## src/rtl/spi_chan_pkg.sv

```systemverilog
package spi_chan_pkg;
    typedef enum logic [2:0] {
        ST_IDLE,
        ST_EVAL,
        ST_SHIFT,
        ST_FINISH,
        ST_NOTIFY
    } chan_state_t;

    localparam logic [2:0] ADDR_CONF = 3'd0;
    localparam logic [2:0] ADDR_STAT = 3'd1;
    localparam logic [2:0] ADDR_CTRL = 3'd2;
    localparam logic [2:0] ADDR_TXD  = 3'd3;
    localparam logic [2:0] ADDR_RXD  = 3'd4;

    localparam int BIT_WL_LO  = 7;
    localparam int BIT_WL_HI  = 11;
    localparam int BIT_MD_LO  = 12;
    localparam int BIT_MD_HI  = 13;
    localparam int BIT_DMA_TX = 14;
    localparam int BIT_DMA_RX = 15;
    localparam int BIT_TURBO  = 19;
    localparam int BIT_FORCE  = 20;

    localparam logic [31:0] CONF_MASK  = 32'h007F_FFFF;
    localparam logic [31:0] CONF_RESET = 32'h0006_0000;

    localparam logic [1:0] MODE_DUPLEX = 2'd0;
    localparam logic [1:0] MODE_RXONLY = 2'd1;
    localparam logic [1:0] MODE_TXONLY = 2'd2;
endpackage

```

## src/rtl/spi_shift_unit.sv

```systemverilog
module spi_shift_unit #(
    parameter int DATA_W  = 32,
    parameter int CLK_DIV = 2,
    parameter int LEN_W   = $clog2(DATA_W) + 1
) (
    input  logic              clk,
    input  logic              rst_n,
    input  logic              start,
    input  logic [DATA_W-1:0] tx_word,
    input  logic [LEN_W-1:0]  word_len,
    input  logic              miso,
    output logic              sclk,
    output logic              mosi,
    output logic              cs_n,
    output logic              done,
    output logic [DATA_W-1:0] rx_word
);
    localparam int DIV_W = $clog2(CLK_DIV) + 1;
    localparam logic [DIV_W-1:0] DIV_LAST = DIV_W'(CLK_DIV - 1);

    logic              active;
    logic              sclk_q;
    logic              done_q;
    logic [DIV_W-1:0]  div_cnt;
    logic [LEN_W-1:0]  bit_cnt;
    logic [LEN_W-1:0]  len_q;
    logic [DATA_W-1:0] sh_out;
    logic [DATA_W-1:0] sh_in;

    always_ff @(posedge clk or negedge rst_n) begin
        if (!rst_n) begin
            active  <= 1'b0;
            sclk_q  <= 1'b0;
            done_q  <= 1'b0;
            div_cnt <= '0;
            bit_cnt <= '0;
            len_q   <= '0;
            sh_out  <= '0;
            sh_in   <= '0;
        end else begin
            done_q <= 1'b0;
            if (start) begin
                active  <= 1'b1;
                sclk_q  <= 1'b0;
                div_cnt <= '0;
                bit_cnt <= '0;
                len_q   <= word_len;
                sh_out  <= tx_word << (DATA_W - int'(word_len));
                sh_in   <= '0;
            end else if (active) begin
                if (div_cnt == DIV_LAST) begin
                    div_cnt <= '0;
                    sclk_q  <= ~sclk_q;
                    if (!sclk_q) begin
                        sh_in <= {sh_in[DATA_W-2:0], miso};
                    end else begin
                        sh_out <= sh_out << 1;
                        if (bit_cnt == len_q - LEN_W'(1)) begin
                            active <= 1'b0;
                            done_q <= 1'b1;
                        end else begin
                            bit_cnt <= bit_cnt + LEN_W'(1);
                        end
                    end
                end else begin
                    div_cnt <= div_cnt + DIV_W'(1);
                end
            end
        end
    end

    assign sclk    = sclk_q;
    assign mosi    = active & sh_out[DATA_W-1];
    assign cs_n    = ~active;
    assign done    = done_q;
    assign rx_word = sh_in;
endmodule

```

## src/rtl/spi_chan_fsm.sv

```systemverilog
module spi_chan_fsm
    import spi_chan_pkg::*;
(
    input  logic       clk,
    input  logic       rst_n,
    input  logic       eval_req,
    input  logic       en,
    input  logic       rxs,
    input  logic       txs,
    input  logic [1:0] mode,
    input  logic       turbo,
    input  logic       force_wire,
    input  logic       single_chan,
    input  logic       shift_done,
    output logic       start_shift,
    output logic       finish,
    output logic       notify
);
    chan_state_t state, state_nx;
    logic pend;
    logic blocked;
    logic wire_ok;

    assign blocked = (rxs && mode != MODE_TXONLY && !turbo) ||
                     (txs && mode != MODE_RXONLY);
    assign wire_ok = !single_chan || force_wire;

    always_ff @(posedge clk or negedge rst_n) begin
        if (!rst_n) begin
            state <= ST_IDLE;
            pend  <= 1'b0;
        end else begin
            state <= state_nx;
            if (state == ST_IDLE) pend <= 1'b0;
            else if (eval_req)    pend <= 1'b1;
        end
    end

    always_comb begin
        state_nx = state;
        unique case (state)
            ST_IDLE:   if (eval_req || pend) state_nx = ST_EVAL;
            ST_EVAL: begin
                if (!en)          state_nx = ST_IDLE;
                else if (blocked) state_nx = ST_NOTIFY;
                else if (wire_ok) state_nx = ST_SHIFT;
                else              state_nx = ST_FINISH;
            end
            ST_SHIFT:  if (shift_done) state_nx = ST_FINISH;
            ST_FINISH: state_nx = ST_NOTIFY;
            ST_NOTIFY: state_nx = ST_IDLE;
            default:   state_nx = ST_IDLE;
        endcase
    end

    always_comb begin
        start_shift = (state == ST_EVAL) && en && !blocked && wire_ok;
        finish      = (state == ST_FINISH);
        notify      = (state == ST_NOTIFY);
    end
endmodule

```

## src/rtl/spi_chan_engine.sv

```systemverilog
module spi_chan_engine
    import spi_chan_pkg::*;
#(
    parameter int REG_W   = 32,
    parameter int CLK_DIV = 2
) (
    input  logic             clk,
    input  logic             rst_n,
    input  logic             bus_wr,
    input  logic             bus_rd,
    input  logic [2:0]       bus_addr,
    input  logic [REG_W-1:0] bus_wdata,
    output logic [REG_W-1:0] bus_rdata,
    input  logic             single_chan,
    output logic             spi_sclk,
    output logic             spi_mosi,
    input  logic             spi_miso,
    output logic             spi_cs_n,
    output logic             dma_tx_req,
    output logic             dma_rx_req,
    output logic             ev_tx_empty,
    output logic             ev_rx_full
);
    localparam int LEN_W = $clog2(REG_W) + 1;

    logic [REG_W-1:0] cfg_q, tx_q, rx_q, rx_word;
    logic             en_q, txs_q, rxs_q, eot_q;
    logic             wr_conf, wr_ctrl, wr_tx, rd_rx, eval_req;
    logic             start_shift, shift_done, fin, notify;
    logic [1:0]       mode;
    logic             turbo;
    logic [LEN_W-1:0] word_len;

    assign wr_conf  = bus_wr && bus_addr == ADDR_CONF;
    assign wr_ctrl  = bus_wr && bus_addr == ADDR_CTRL;
    assign wr_tx    = bus_wr && bus_addr == ADDR_TXD;
    assign rd_rx    = bus_rd && bus_addr == ADDR_RXD;
    assign eval_req = wr_tx || rd_rx || (wr_ctrl && bus_wdata[0] && !en_q);

    assign mode     = cfg_q[BIT_MD_HI:BIT_MD_LO];
    assign turbo    = cfg_q[BIT_TURBO];
    assign word_len = LEN_W'(cfg_q[BIT_WL_HI:BIT_WL_LO]) + LEN_W'(1);

    always_ff @(posedge clk or negedge rst_n) begin
        if (!rst_n) begin
            cfg_q <= CONF_RESET;
            en_q  <= 1'b0;
            txs_q <= 1'b1;
            rxs_q <= 1'b0;
            eot_q <= 1'b0;
            tx_q  <= '0;
            rx_q  <= '0;
        end else begin
            if (wr_conf)    cfg_q <= bus_wdata & CONF_MASK;
            if (wr_ctrl)    en_q  <= bus_wdata[0];
            if (shift_done) rx_q  <= rx_word;
            if (fin) begin
                tx_q  <= '0;
                eot_q <= 1'b1;
                txs_q <= 1'b1;
                if (mode != MODE_TXONLY) rxs_q <= 1'b1;
            end
            if (wr_tx) begin
                tx_q  <= bus_wdata;
                txs_q <= 1'b0;
            end
            if (rd_rx) rxs_q <= 1'b0;
        end
    end

    always_comb begin
        unique case (bus_addr)
            ADDR_CONF: bus_rdata = cfg_q;
            ADDR_STAT: bus_rdata = {{(REG_W-3){1'b0}}, eot_q, txs_q, rxs_q};
            ADDR_CTRL: bus_rdata = {{(REG_W-1){1'b0}}, en_q};
            ADDR_TXD:  bus_rdata = tx_q;
            ADDR_RXD:  bus_rdata = rx_q;
            default:   bus_rdata = '0;
        endcase
    end

    assign dma_tx_req  = en_q && cfg_q[BIT_DMA_TX] && txs_q && mode != MODE_RXONLY;
    assign dma_rx_req  = en_q && cfg_q[BIT_DMA_RX] && rxs_q && mode != MODE_TXONLY;
    assign ev_tx_empty = notify && txs_q && mode != MODE_RXONLY;
    assign ev_rx_full  = notify && rxs_q && mode != MODE_TXONLY && !turbo;

    spi_chan_fsm u_fsm (
        .clk        (clk),
        .rst_n      (rst_n),
        .eval_req   (eval_req),
        .en         (en_q),
        .rxs        (rxs_q),
        .txs        (txs_q),
        .mode       (mode),
        .turbo      (turbo),
        .force_wire (cfg_q[BIT_FORCE]),
        .single_chan(single_chan),
        .shift_done (shift_done),
        .start_shift(start_shift),
        .finish     (fin),
        .notify     (notify)
    );

    spi_shift_unit #(.DATA_W(REG_W), .CLK_DIV(CLK_DIV)) u_shift (
        .clk     (clk),
        .rst_n   (rst_n),
        .start   (start_shift),
        .tx_word (tx_q),
        .word_len(word_len),
        .miso    (spi_miso),
        .sclk    (spi_sclk),
        .mosi    (spi_mosi),
        .cs_n    (spi_cs_n),
        .done    (shift_done),
        .rx_word (rx_word)
    );
endmodule

```

## config.mk

```make
export PLATFORM = sky130hd
export DESIGN_NAME = spi_chan_engine
export DESIGN_NICKNAME = d
export VERILOG_FILES = /design/src/rtl/spi_chan_pkg.sv /design/src/rtl/spi_shift_unit.sv /design/src/rtl/spi_chan_fsm.sv /design/src/rtl/spi_chan_engine.sv
export SDC_FILE = /design/constraint.sdc
export NUM_CORES = 1
export LEC_CHECK = 0
export CAP_MARGIN = 0
export CORE_MARGIN = 2
export CORE_UTILIZATION = 45
export DETAILED_ROUTE_END_ITERATION = 10
export GPL_TIMING_DRIVEN = 0
export HOLD_SLACK_MARGIN = 0.08
export SLEW_MARGIN = 20
export SYNTH_ARGS = -nofsm -noshare
export SYNTH_HDL_FRONTEND = slang
export SYNTH_SLANG_ARGS = --single-unit
```

## constraint.sdc

```tcl
create_clock -name clk -period 7.4 [get_ports clk]
set_input_delay 1.48 -clock clk [delete_from_list [all_inputs] [get_ports clk]]
set_output_delay 1.48 -clock clk [all_outputs]
set_load 0.005 [all_outputs]
```

* Yosys cells after proc, flatten, opt, wreduce, memory -nomap -nowiden *
Cells that the tools add are included.

cells by class
  add/subtract/negate cells = 5
  equality and inequality tests = 16
  shift operators = 1
  multiplexer cells = 45
  bitwise gates (word level) = 3
  reductions and logical operators = 47

operators by type and width
  kind                   number
  $mux W32               10
  $pmux W32 S5           1
  $shl A32 B32 Y32       1
  $mux W6                5
  $logic_and A1 B1 Y1    23
  $mux W1                21
  $reduce_bool A2 Y1     7
  $eq A3 B2 Y1 const B   4
  $mux W3                4
  $pmux W3 S4            1
  $ne A2 B2 Y1 const B   4
  $sub A6 B6 Y7 const A  1
  $add A5 B1 Y6 const B  1
  $add A6 B1 Y6 const B  1
  $eq A3 B1 Y1 const B   2
  $eq A3 B3 Y1 const B   2
  $eq A6 B6 Y1           1
  $logic_not A3 Y1       2
  $mux W2                3
  $reduce_and A2 Y1      3
  $reduce_and A3 Y1      2
  $sub A6 B1 Y6 const B  1
  $logic_or A1 B1 Y1     5
  $logic_not A1 Y1       4
  6 further kinds        8

storage, ports and cells
  flip-flop bits (word level) = 176
  input bits = 41
  output and inout bits = 39
  logic and storage cells = 134

* Longest topological paths before layout *
Gate-level depths: netlist (run 1).

  depth in word-level cells = 9
  depth in mapped cells = 11
  mapped depth without buffers = 8

* By module *
From an unflattened synthesis (run 1), not the netlist that was laid out.

unflattened totals
  cell total of the unflattened synthesis = 947
  area, all modules = 9724.3 sq um

modules (own cells, without submodules)
  module           instances  cells an instance  area each (sq um)  sequential area each (sq um)
  spi_shift_unit   1          526                5153.7             2026.9
  spi_chan_engine  1          392                4325.4             2280.9
  spi_chan_fsm     1          29                 245.2              100.1

* Least setup slack after synthesis (run 1) *
Ideal clock, no wire load.

  path type = input -> output
  from = input bus_addr[2]
  to = output bus_rdata[23]
  arrival time = 2.634 ns
  data required time = 5.920 ns
  path slack = 3.286 ns
  stages on the path = 4
  buffers on the path = 2
  cell sequence = clkbuf_1 -> nor3b_1 -> clkbuf_1 -> a22o_1

on the way
  word-level cells in the longest chain between the ends = 2
  elaborated cells between the ends (all ways) = 6
  those cells by class = eq/ne (4); mux (1); reduce/logical (1)

ends and longest elaborated chain
  item                                        line                   text
  start, declared                             spi_chan_engine.sv:11  input logic [2:0] bus_addr,
  $eq A3 B3 Y1, or another cell as far along  spi_chan_engine.sv:72  unique case (bus_addr)
  $pmux W32 S5 (*)                            spi_chan_engine.sv:72
  end, declared                               spi_chan_engine.sv:13  output logic [REG_W-1:0] bus_rdata,

Every way passes the cells marked *; elsewhere a longest branch is shown, timed or not.

* Worst setup path after layout (run 1) *
  from = input bus_addr[1]
  to = output bus_rdata[11]

The elaborated chain is that of the path after synthesis.

==> qor.log, run 1 <==
[finish] ant diodes 0
[placed_design] last weighted congestion value of the routability-driven placer 0.971
[setup_path] crit start category input port
[worst_hold_path] Hold Crit Class flip-flop to flip-flop
[synth] Syn. warnings 0
[finish] share of post-route cells with drive strength above 1 12.5%
[timing] total count of hold-check failures in the final report 0
[clock_tree] clock-pin slew on the worst setup and hold paths 0.08 ns
[synth] syn_nets 1180
[setup_path] reg-to-reg endpoint u_shift.sh_out[25]$_DFFE_PN0P_
[detailed_routing] via-per-instance ratio 6.03
[flow_run] max_cap viols 0
[floorplan] Core Area 22800 um2
[synth] Yosys reg bits 176
[detailed_routing] violation count after the first detailed-route iteration 790
[clock_tree] TritonCTS clock tree built
[finish] leading cell type in the layout, fill and taps excluded nand2_1
[pwr] total power density per cell area 396 nW/um2
[synth] async set or reset register ratio after synthesis 100%
[detailed_routing] number of iterations in the first detailed-routing pass 7
[detailed_routing] antenna-violating nets left 0
[synth] sequential fraction of the synthesis area 41.9%
[synth] number of distinct library cells after synthesis 79
[setup_path] Crit Path Category input port to primary output
[synth] flip-flop cell with the highest count after synthesis dfrtp_1
[setup_path] worst flop-to-flop path startpoint cfg_q[7]$_DFFE_PN0P_
[worst_hold_path] number of cells on the worst hold path 1
[worst_hold_path] hold worst-path end eot_q$_DFFE_PN0N_
[timing] fin. max-slew vios 0
[synth] mapped cell area 10500 um2
[timing] slew at the pin with the worst max-slew slack 1.10 ns
[clock_tree] number of buffers created by CTS 17
[floorplan] top-level port count 80
[setup_path] Worst R2R Setup Slack 4.04 ns
[floorplan] Die Y 157 um
[global_routing] antenna violations before repair 0
[worst_hold_path] hold path start eot_q$_DFFE_PN0N_
[clock_tree] H-tree depth 4
[finish] Total Nets Final 1278
[timing] relative slew slack 26.3%
[global_routing] Total Routing Usage GR 28.8%
[global_routing] vias in the first global route 9241
[global_routing] overflow left after global routing 0
[clock_tree] total clock sinks 176
[setup_path] sort of element at the end of the critical path primary output
[synth] number of synthesized flops with an enable pin 0
[finish] Final Instance Count excl. Fillers 1559
[clock_tree] number of post-CTS setup repair buffers 0
[detailed_routing] Total Wirelength 34400 um
[setup_path] endpoint required time on the critical path 5.92 ns
[floorplan] standard-cell rows 55
[clock_tree] root cell of the clock tree clkbuf_16
[setup_path] number of cells on the worst reg-to-reg path 10
[timing] fmax 172 MHz
[timing] clock skew 0.0217 ns
[detailed_routing] Routed WL per cell 22.1 um
[placed_design] DP Cell Count 1527
[clock_tree] latest clock arrival within the worst-skew pair 0.44 ns
[global_routing] first-pass GRT wire length 54100 um
[clock_tree] cells resized by post-CTS repair 0
[clock_tree] clock buffer depth 2
[timing] setup repair after global routing missed its margin false
[detailed_routing] DR vias 9393
[status] result of the run complete, no violations
[clock_tree] number of hold buffers added after cts 0
[timing] fraction of the cycle the final worst path needs 78.8%
[synth] average size of a mapped cell 9.28 um2
[placed_design] Buffers on Ports 77
[setup_path] CP Max Fanout 10
[floorplan] die area 24600 um2
[setup_path] arrival time of data at the critical path endpoint 4.35 ns
[placed_design] sum of net half-perimeters after detailed placement 25200 um
[timing] number of setup violations in the final report 0
[pwr] Worst VDD drop 0.194 mV
[floorplan] die width 157 um
[timing] Tmin final 5.83 ns
[floorplan] Starting Density 46.2%
[finish] most frequent cells in the layout nand2_1, dfrtp_1, clkdlybuf4s50_1, o21ai_0, clkbuf_1
[synth] cell count after synthesis 1135
[pwr] Design Power 0.00489 W
[finish] layout overhead on the synthesized area 17.2%
[global_routing] maximum number of pins on one net before global-route repair 94
[detailed_routing] remaining routing DRC violations 0
[pwr] cell leakage power 5.14 nW
sequential cells by signal, indices dropped and copies added, names as in the netlist, 2 cells and up:
register and count:
rx_q 32, tx_q 32, u_shift.rx_word 32, u_shift.sh_out 32
cfg_q 23, u_shift.bit_cnt 6, u_shift.len_q 6, u_fsm.state 3
u_shift.div_cnt 2
cells in the mapped netlist, types with 7 or more instances:
master | count | share of area, %
nor3_1 | 13 | 0.62
nand2b_1 | 11 | 0.65
dfrtp_1 | 173 | 41
a221oi_1 | 7 | 0.58
nand2_1 | 206 | 7.3
nand3_1 | 63 | 3.0
o22ai_1 | 11 | 0.65
nor2_1 | 53 | 1.9
a211oi_1 | 12 | 0.86
xnor2_1 | 14 | 1.2
inv_1 | 19 | 0.68
o21ai_0 | 75 | 3.6
a21oi_1 | 63 | 3.0
clkbuf_1 | 69 | 2.5
o211ai_1 | 9 | 0.64
nor2b_1 | 9 | 0.53
and3_1 | 7 | 0.42
a22oi_1 | 27 | 1.9
mux4_2 | 20 | 4.3
buf_2 | 18 | 0.86
a31oi_1 | 11 | 0.65
and2_1 | 8 | 0.48
mux2i_1 | 49 | 4.7
a22o_1 | 9 | 0.75
mux2_2 | 58 | 6.2
metrics by stage:
stage               TNS, ns  setup WS, ns  hold slack (ns)  util (%)  area [um2]
CTS                       0          1.47            0.480      54.2       12300
global placement    -462.74         -2.69            0.454      51.3       11700
detailed placement        0          1.47            0.456      51.6       11800
global route              0          1.43            0.496      54.2       12300
finish                    0          1.57            0.480      54.2       12300
floorplan                 0          3.29            0.434         -       10500
final cells by class:
class | count | area (um2)
buffer | 98 | 425
inverter | 19 | 71.3
fill | 2104 | 10400
tap | 313 | 392
timing repair buffer | 79 | 831
clock buffer | 19 | 443
multi-input combinational | 842 | 5630
sequential | 176 | 4410
clock inverter | 13 | 145
worst max-delay path, cell delays in order:
cell	delay, ns
clkdlybuf4s50_1	0.47
clkbuf_1	0.42
and2_0	0.30
clkbuf_1	0.48
a22oi_1	0.28
o21ai_0	0.34
clkdlybuf4s50_1	0.56
how the worst max path moves through the flow:
stage	from	end	slack [ns]	cells past startpoint
after floorplan	bus_addr[2]	bus_rdata[23]	3.29	4
after global placement	rst_n	cfg_q[4]$_DFFE_PN0P_	-2.69	1
after detailed placement	bus_addr[1]	bus_rdata[12]	1.47	7
after CTS	bus_addr[1]	bus_rdata[12]	1.47	7
after global routing	bus_addr[1]	bus_rdata[11]	1.43	7
final	bus_addr[1]	bus_rdata[11]	1.57	7
power by group:
| part | total, W | switching [W] | internal, W |
|---|---|---|---|
| Clock | 0.000909 | 0.000449 | 0.000460 |
| Combinational | 0.00232 | 0.00136 | 0.000956 |
| Sequential | 0.00167 | 0.000351 | 0.00132 |
cells by family (layout without fill, tap and decap cells):
group	Yosys count	count (layout)	share of synthesized area, %
buf+inv	117	228	4.72
mux	127	127	15.1
compound gates	286	286	18.2
flops	176	176	41.9
simple gates	404	404	17.4
xor+xnor	21	21	2.17
fa+ha+maj	4	4	0.475
per-layer routing:
metal / wire (um) / vias to the layer above / track usage [%] / share of wire [%]
met5: 0 / - / 0 / 0
met1: 15300 / 4593 / 40.3 / 44
met3: 2100 / 83 / 4.68 / 6.1
met2: 15700 / 412 / 44.3 / 45
li1: - / 4305 / - / -
met4: 1390 / 0 / 12.8 / 4.0
Power figures use the tool's default switching activity.
==> inputs of run 2 (changes only) <==
clock period = 5.8 ns   (was 7.4 ns; I/O delays follow)
==> results of run 2 <==
The final DEF is identical to that of run 1. Status: complete, no violations.
Main changes from that run: setup slack after placement 1.47 ns -> 0.510 ns; setup slack after layout 1.57 ns -> 0.610 ns; register-to-register setup slack 4.04 ns -> 2.44 ns; total power 0.00489 W -> 0.00624 W; worst IR drop on VDD 0.194 mV -> 0.248 mV
==> inputs of run 3 (changes only) <==
==> constraint.sdc (replaced) <==
create_clock -name clk -period 5.8 [get_ports clk]
set_input_delay 0.87 -clock clk [delete_from_list [all_inputs] [get_ports clk]]
set_output_delay 0.87 -clock clk [all_outputs]
set_load 0.005 [all_outputs]
==> results of run 3 <==
The final DEF is identical to that of run 1. Status: complete, no violations.
Main changes from that run: setup slack after placement 1.47 ns -> 1.09 ns; setup slack after layout 1.57 ns -> 1.19 ns; hold slack 0.480 ns -> 0.202 ns; register-to-register setup slack 4.04 ns -> 2.44 ns; total power 0.00489 W -> 0.00624 W; worst IR drop on VDD 0.194 mV -> 0.248 mV
